File: src/rtl/dtc_pkg.sv
package dtc_pkg;
  localparam int CODE_W = 3;

  // Non-linear idle length: 0, 1, then steps of two up to twelve
  function automatic int unsigned idle_len(input logic [CODE_W-1:0] code);
    if (code == '0) return 0;
    if (code == 1) return 1;
    return 2 * (int'(code) - 1);
  endfunction

  localparam int unsigned MAX_IDLE = idle_len('1);
endpackage

File: src/rtl/dtc_idle_counter.sv
module dtc_idle_counter
  import dtc_pkg::*;
#(
  parameter int CNT_W = 4
) (
  input  logic              clk,
  input  logic              rst,
  input  logic [CODE_W-1:0] code,
  input  logic              every_in,
  input  logic              acc_done,
  input  logic              acc_dack,
  input  logic              nxt_req,
  input  logic              nxt_dack,
  output logic              start_ok
);
  logic [CNT_W-1:0] cnt_q;
  logic             every_q;

  always_ff @(posedge clk) begin
    if (rst) begin
      cnt_q   <= '0;
      every_q <= 1'b0;
    end else if (acc_done) begin
      cnt_q   <= acc_dack ? CNT_W'(idle_len(code)) : '0;
      every_q <= every_in;
    end else if (cnt_q != '0) begin
      cnt_q   <= cnt_q - 1'b1;
    end
  end

  assign start_ok = nxt_req && ((cnt_q == '0) || (!every_q && nxt_dack));


  cnt_range_chk: assert property (@(posedge clk) disable iff (rst)
    cnt_q <= CNT_W'(MAX_IDLE));

  cnt_step_chk: assert property (@(posedge clk) disable iff (rst)
    (cnt_q != '0 && !acc_done) |=> cnt_q == $past(cnt_q) - 1'b1);

  other_drv_clear_chk: assert property (@(posedge clk) disable iff (rst)
    (acc_done && !acc_dack) |=> cnt_q == '0);

  permit_needs_req_chk: assert property (@(posedge clk) disable iff (rst)
    start_ok |-> nxt_req);
endmodule

File: src/rtl/dtc_req_gate.sv
module dtc_req_gate #(
  parameter int NREQ = 2
) (
  input  logic            clk,
  input  logic            rst,
  input  logic            burst,
  input  logic [NREQ-1:0] burst_allow,
  input  logic [NREQ-1:0] req,
  output logic [NREQ-1:0] pass
);
  for (genvar i = 0; i < NREQ; i++) begin : g_chan
    logic pend_q;
    logic pass_q;
    logic want;
    logic allowed;

    assign want    = req[i] | pend_q;
    assign allowed = !burst || burst_allow[i];

    always_ff @(posedge clk) begin
      if (rst) begin
        pend_q <= 1'b0;
        pass_q <= 1'b0;
      end else begin
        pend_q <= want & !allowed;
        pass_q <= want & allowed;
      end
    end

    assign pass[i] = pass_q;


    pass_source_chk: assert property (@(posedge clk) disable iff (rst)
      pass_q |-> $past(req[i] | pend_q));

    held_chk: assert property (@(posedge clk) disable iff (rst)
      (burst && !burst_allow[i]) |=> !pass_q);
  end
endmodule

File: src/rtl/dma_turnaround_ctl.sv
module dma_turnaround_ctl
  import dtc_pkg::*;
(
  input  logic              clk,
  input  logic              rst,
  input  logic [CODE_W-1:0] cfg_idle_code,
  input  logic              cfg_every,
  input  logic [1:0]        cfg_burst_prio,
  input  logic              acc_done,
  input  logic              acc_dack,
  input  logic              nxt_req,
  input  logic              nxt_dack,
  input  logic              burst_active,
  input  logic              refresh_req,
  input  logic              master_req,
  output logic              start_ok,
  output logic              refresh_pass,
  output logic              master_pass
);
  localparam int CNT_W = $clog2(MAX_IDLE + 1);
  localparam int NREQ  = 2;

  logic [NREQ-1:0] allow_v;
  logic [NREQ-1:0] req_v;
  logic [NREQ-1:0] pass_v;

  // Bit 0: refresh, bit 1: bus mastership. Reserved code 11 blocks both.
  assign allow_v[0] = !cfg_burst_prio[1];
  assign allow_v[1] = (cfg_burst_prio == 2'b00);
  assign req_v      = {master_req, refresh_req};

  dtc_idle_counter #(.CNT_W(CNT_W)) u_idle (
    .clk      (clk),
    .rst      (rst),
    .code     (cfg_idle_code),
    .every_in (cfg_every),
    .acc_done (acc_done),
    .acc_dack (acc_dack),
    .nxt_req  (nxt_req),
    .nxt_dack (nxt_dack),
    .start_ok (start_ok)
  );

  dtc_req_gate #(.NREQ(NREQ)) u_gate (
    .clk         (clk),
    .rst         (rst),
    .burst       (burst_active),
    .burst_allow (allow_v),
    .req         (req_v),
    .pass        (pass_v)
  );

  assign refresh_pass = pass_v[0];
  assign master_pass  = pass_v[1];


  master_hold_chk: assert property (@(posedge clk) disable iff (rst)
    (burst_active && cfg_burst_prio != 2'b00) |=> !master_pass);

  refresh_hold_chk: assert property (@(posedge clk) disable iff (rst)
    (burst_active && cfg_burst_prio[1]) |=> !refresh_pass);

  idle_bus_refresh_chk: assert property (@(posedge clk) disable iff (rst)
    (!burst_active && refresh_req) |=> refresh_pass);

  idle_bus_master_chk: assert property (@(posedge clk) disable iff (rst)
    (!burst_active && master_req) |=> master_pass);
endmodule

File: config.mk
export PLATFORM = sky130hd
export DESIGN_NAME = dma_turnaround_ctl
export DESIGN_NICKNAME = d
export VERILOG_FILES = /design/src/rtl/dtc_pkg.sv /design/src/rtl/dtc_idle_counter.sv /design/src/rtl/dtc_req_gate.sv /design/src/rtl/dma_turnaround_ctl.sv
export SDC_FILE = /design/constraint.sdc
export NUM_CORES = 1
export LEC_CHECK = 0
export BUFFER_PORTS_ARGS = -buffer_cell sky130_fd_sc_hd__buf_4
export CAP_MARGIN = 10
export CELL_PAD_IN_SITES_DETAIL_PLACEMENT = 2
export CELL_PAD_IN_SITES_GLOBAL_PLACEMENT = 2
export CORE_UTILIZATION = 28
export DETAILED_ROUTE_END_ITERATION = 7
export PLACE_DENSITY_LB_ADDON = 0.1
export SYNTH_ARGS = -nofsm -noshare
export SYNTH_HDL_FRONTEND = slang
export SYNTH_SLANG_ARGS = --single-unit
File: constraint.sdc
create_clock -name clk -period 2.1 [get_ports clk]
set_input_delay 0 -clock clk [delete_from_list [all_inputs] [get_ports clk]]
set_output_delay 0 -clock clk [all_outputs]
set_load 0.03 [all_outputs]
==> results.md, run 1 <==
* Gr usage total at 14.7%
* Port buffer count at 17
* Synth Flop Type: dfxtp_1
* First-pass GRT wire length at 2060 µm
* Cell taking the most area after synthesis: dfxtp_1
* Hold path depth at 3
* # IOs at 18
* Synthesis Warnings at 0
* Final Hold Vio Count at 0
* CTS max path bufs at 2
* Chip height at 44.5 µm
* Worst-path fanout max at 4
* Crit share post-route at 77.1%
* Worst Tran Pin Value at 0.209 ns
* Yosys reg bits at 9
* PD cells at 671 nW/µm²
* Reg2reg end: u_idle.cnt_q[1]
* Min Tclk post-route at 1.62 ns
* Largest net degree at the start of global routing at 12
* WL/cell at 11.2 µm
* Total Power at 486 µW
* Cell variety after synth at 25
* Hold WC Path Type: in2reg
* Most common cell after layout, fill and taps aside: buf_4
* GR Overflow Total at 0
* Slew Viols, Final at 0
* CP Class: reg2out
* Syn Nets at 74
* Area Overhead vs Synth at 42.7%
* Setup crit start kind: register
* DRT Pass-1 Iters at 2
* Clock Skew at 0.00192 ns
* CP Data Required Time at 2.10 ns
* Total Wirelength at 1140 µm
* Fmax at 618 MHz
* Dpl hpwl at 902 µm
* Most frequent cells in the layout: 17 x buf_4, 9 x dfxtp_1, 5 x ha_1
* Share of the synthesized area in the top cell type at 35.6%
* Clock buffer count from CTS at 3
* Core area at 1710 µm²
* Drt initial violations at 1
* Final setup violation count at 0
* Critical Path End Type: primary output
* Layout cells sized above 1 at 27.3%
* Avg Cell Area, Syn at 9.38 µm²
* Post-CTS sizing at 0
* Post-Synthesis Cells at 54
* NumNets Final at 98
* Starting density of the core at 29.7%
* Reg clk slew, reported paths at 0.06 ns
* Post-synth EDFFs at 0
* Slew headroom at 85.9%
* Reg2reg path depth at 5
* Synth top area cells: dfxtp_1 36%, ha_1 12%, nand4b_1 3.5%
* Die Wd at 44.5 µm
* Via density at 4.63
* FF-to-FF Start: u_idle.cnt_q[0]
* Hold Path End: u_gate.g_chan[1].pass_q
* IR drop worst, VDD at 0.273 mV
* CTS root buffer: clkbuf_4
* Ys async rst share at 0%
* # rows at 15
* TritonCTS clock tree: yes
* Post-DRT Antenna Nets at 0
* Total of max-cap violations at 0
* Via count at 472
* Vias in the first global route at 495
* Reg2Reg Setup Slack at 0.63 ns
* Register area share after synthesis at 35.6%
* # H-tree levels at 1
* Filler cell count at 198
* RePlAce Congestion at 0.680
* Post-Syn Area at 507 µm²
* Worst-Skew Late Latency at 0.26 ns
* P_leak at 0.000330 µW
* DIE AREA at 1980 µm²
* Antenna violations before repair at 0
* WP data arrival at 1.62 ns
* Status: complete, no violations
* N_diodes at 0
* RSZ-0062 raised after global routing: no
* Setup TNS at 0 ns
* CTS Sinks at 9
* Hold Crit Start: master_req
* # DRC at 0
power breakdown:
| part | leakage (µW) | switching [µW] | internal, µW |
|---|---|---|---|
| Sequential | 0.0000741 | 11.8 | 187 |
| Clock | 0.0000150 | 62.9 | 73.4 |
| Combinational | 0.000241 | 69.6 | 81.3 |
| Total | 0.000330 | 144 | 341 |
timing repair:
item                                    in CTS  in global routing
hold buffers                                 4                  0
setup buffers                                0                  0
hold endpoints to repair                     7                  0
endpoints found under the setup margin       0                  0
state kept, by name (all words and copies together), names as in the netlist:
| name | flops |
|---|---|
| u_idle.cnt_q | 4 |
| u_gate.g_chan.pend_q | 2 |
| u_gate.g_chan.pass_q | 2 |
| u_idle.every_q | 1 |
critical path, stage by stage, from the launching register on:
cell      delay [ns]
dfxtp_1         0.32
inv_1           0.11
ha_1            0.17
or3b_4          0.40
a21boi_0        0.17
buf_4           0.18
metal layers:
layer	share of wire [%]	track usage [%]
met3	4.2	3.67
met2	51	26.5
met5	0	0
met1	42	15.8
met4	2.2	7.27
through the flow:
step	hold WS, ns	instances	cell area, µm²	setup WS [ns]	utilization (%)
after floorplan	0.0986	54	507	0.456	-
after global placement	0.205	94	657	0.688	38.5
after detailed placement	0.211	94	657	0.632	38.5
after CTS	0.00568	102	723	0.463	42.3
after global routing	0.0228	102	723	0.340	42.3
final	0.0105	102	723	0.482	42.3
synth_stat cells (4+ instances only):
cell and instances:
inv_1 4, ha_1 5, nor2_1 4, dfxtp_1 9
cells by family after synthesis:
logic type | count (synthesis) | synth area share [%]
muxes | 1 | 1.98
and+or+nand+nor | 19 | 24.9
DFF | 9 | 35.6
buffers and inverters | 6 | 4.69
xor gates and xnor gates | 3 | 5.19
AOI/OAI and AO/OA | 11 | 15.3
adders and majority gates | 5 | 12.3
worst max-delay path by stage:
stage | startpoint | endpoint | slack (ns) | cells past startpoint
floorplan | u_idle.cnt_q[0] | start_ok | 0.46 | 4
global placement | u_idle.cnt_q[0] | u_idle.cnt_q[1] | 0.69 | 5
detailed placement | u_idle.cnt_q[0] | u_idle.cnt_q[1] | 0.63 | 5
CTS | u_idle.cnt_q[0] | start_ok | 0.46 | 5
global route | u_idle.cnt_q[0] | start_ok | 0.34 | 5
finish | u_idle.cnt_q[0] | start_ok | 0.48 | 5
layout make-up:
cell class / count / area, µm² / area share [%]
multi-input cells: 39 / 303 / 41.9
flip-flops and latches: 9 / 180 / 24.9
repair buffers: 21 / 168 / 23.2
well taps: 25 / 31.3 / 4.33
clock buffers: 4 / 26.3 / 3.63
inverters: 4 / 15.0 / 2.08
Note: power is estimated with default switching activity, not from simulation.
==> run 2, diff against run 1 <==
Settings changed: CORE_UTILIZATION 28 to 24.
Clock period 2.1 ns to 1.3 ns, I/O delays scaled along.
==> run 2 against run 1 <==
- the flow now finishes with violations (setup timing)
- sequential share of layout area fell by 2.7 points
- via count rose by 7.0%
- sequential power rose by 62%
- critical path depth up 1
- critical path type is now reg2reg
- critical endpoint is now u_idle.cnt_q[1]
- largest power group is now combinational logic
- highest routed layer unchanged
==> results.md, run 2 (same netlist as run 1, synthesis figures left out) <==
* Largest regs: u_idle.cnt_q (4), u_gate.g_chan.pass_q (2), u_gate.g_chan.pend_q (2) (unchanged)
* Gr usage total at 13.7% (was 14.7%)
* Failing checks: setup timing
* Vias in the first global route at 524 (was 495)
* Chip height at 48.0 µm (was 44.5 µm)
* NumNets Final at 104 (was 98)
* Core area at 1980 µm² (was 1710 µm²)
* P_leak at 0.000369 µW (was 0.000330 µW)
* CTS max path bufs at 2 (unchanged)
* CP Class: reg2reg (was reg2out)
* Dpl hpwl at 995 µm (was 902 µm)
* GR Overflow Total at 0 (unchanged)
* PD cells at 1070 nW/µm² (was 671 nW/µm²)
* Final setup violation count at 4 (was 0)
* Largest net degree at the start of global routing at 12 (unchanged)
* Fmax at 682 MHz
* CP Data Required Time at 1.49 ns (was 2.10 ns)
* Most common cell after layout, fill and taps aside: buf_4 (unchanged)
* Setup TNS at -0.431 ns (was 0 ns)
* Reg2reg end: u_idle.cnt_q[1] (unchanged)
* DIE AREA at 2300 µm² (was 1980 µm²)
* Post-place setup slack at -0.0431 ns (was 0.632 ns)
* Slew Viols, Final at 0 (unchanged)
* Reg2Reg Setup Slack at -0.17 ns (was 0.63 ns)
* Via density at 4.59 (was 4.63)
* Critical Path End Type: register (was primary output)
* Worst-path fanout max at 3 (was 4)
* Antenna violations before repair at 0 (unchanged)
* Clock Skew at 0.00525 ns (was 0.00192 ns)
* Worst Setup EP: u_idle.cnt_q[1] (was start_ok)
* N_diodes at 0 (unchanged)
* Reg clk slew, reported paths at 0.07 ns (was 0.06 ns)
* Clock buffer count from CTS at 3 (unchanged)
* WL/cell at 11.8 µm (was 11.2 µm)
* Die Wd at 48.0 µm (was 44.5 µm)
* RePlAce Congestion at 0.643 (was 0.680)
* Crit share post-route at 113%
* Reg2reg path depth at 6 (was 5)
* Total Wirelength at 1300 µm (was 1140 µm)
* CTS root buffer: clkbuf_4 (unchanged)
* Biggest register: u_idle.cnt_q (unchanged)
* # rows at 16 (was 15)
* CTS Sinks at 9 (unchanged)
* Most frequent cells in the layout: 22 x buf_4, 7 x dfxtp_1, 4 x nor2_1, 4 x ha_1, 4 x dlygate4sd3_1 (was 17 x buf_4, 9 x dfxtp_1, 5 x ha_1)
* # DRC at 0 (unchanged)
* Total of max-cap violations at 0 (unchanged)
* Final core utilization at 41.4% (was 42.3%)
* Min Tclk post-route at 1.47 ns
* Layout cells sized above 1 at 45.8% (was 27.3%)
* Post-DRT Antenna Nets at 0 (unchanged)
* RSZ-0062 raised after global routing: yes (was no)
* Starting density of the core at 25.6% (was 29.7%)
* Worst-Skew Late Latency at 0.26 ns (about the same)
* Setup crit start kind: register (unchanged)
* Status: complete, but fails checks (was complete, no violations)
* Drt initial violations at 1 (unchanged)
* First-pass GRT wire length at 2120 µm (was 2060 µm)
* Slew headroom at 84.1% (was 85.9%)
* Worst Tran Pin Value at 0.236 ns (was 0.209 ns)
* Final Hold Vio Count at 0 (unchanged)
* Hold WC Path Type: in2reg (unchanged)
* Worst Hold Margin at 0.0193 ns (was 0.0105 ns)
* WP data arrival at 1.65 ns (was 1.62 ns)
* Max FFs per register at 4 (unchanged)
* # H-tree levels at 1 (unchanged)
* Setup ws final at -0.167 ns (was 0.482 ns)
* Port buffer count at 17 (unchanged)
* Setup crit start: u_idle.cnt_q[1] (was u_idle.cnt_q[0])
* Via count at 505 (was 472)
* TritonCTS clock tree: yes (unchanged)
* FF-to-FF Start: u_idle.cnt_q[1] (was u_idle.cnt_q[0])
* # IOs at 18 (unchanged)
* Area Overhead vs Synth at 62.0% (was 42.7%)
* DRT Pass-1 Iters at 2 (unchanged)
* IR drop worst, VDD at 0.493 mV (was 0.273 mV)
==> run 2: through the flow <==
stage	std cells	power, µW	cell area [µm²]
floorplan	54	498	524
global placement	100	605	707
detailed placement	100	608	707
CTS	110	884	811
global route	110	938	821
finish	110	876	821
==> run 2: worst min-delay path by stage <==
stage                     depth (start not counted)                       to         startpoint
after floorplan                                   1  u_gate.g_chan[0].pass_q  cfg_burst_prio[1]
after global placement                            2  u_gate.g_chan[0].pass_q  cfg_burst_prio[1]
after detailed placement                          2  u_gate.g_chan[0].pass_q  cfg_burst_prio[1]
after CTS                                         2  u_gate.g_chan[0].pend_q       burst_active
after global routing                              3  u_gate.g_chan[1].pass_q         master_req
final                                             3  u_gate.g_chan[1].pass_q         master_req
==> run 2: layout make-up <==
type,count,area [µm²]
clock buffers,3,22.5
clock inverters,1,5.00
fillers,225,1160
inverters,4,15.0
multi-input cells,39,345
flip-flops and latches,9,183
well taps,27,33.8
repair buffers,27,216
==> run 2: where the power goes <==
part	total, µW	switching, µW	internal (µW)
sequential	320	17.4	303
clock	220	106	114
combinational	335	149	187
total	876	273	603
==> run 2: worst max-delay path, stage by stage, from the launching register on <==
cell      delay [ns]
dfxtp_2         0.33
inv_2           0.07
ha_4            0.13
or3b_4          0.38
buf_4           0.16
a21o_1          0.16
a211oi_2        0.15
==> run 2: metal layers <==
metal  routed length (µm)  up-vias  track usage [%]
li1                     -      254                -
met1                  486      241             14.1
met2                  768        8             25.4
met3                   33        2             3.77
met4                   12        0             6.67
met5                    0        -                0
==> run 2: timing repair <==
item / 4_1_cts / 5_1_grt
setup endpoints to repair: 4 / 5
pin swaps: 1 / 1
resized for setup: 5 / 2
hold buffers: 4 / 1
endpoints found under the hold margin: 7 / 1
setup buffers: 2 / 0
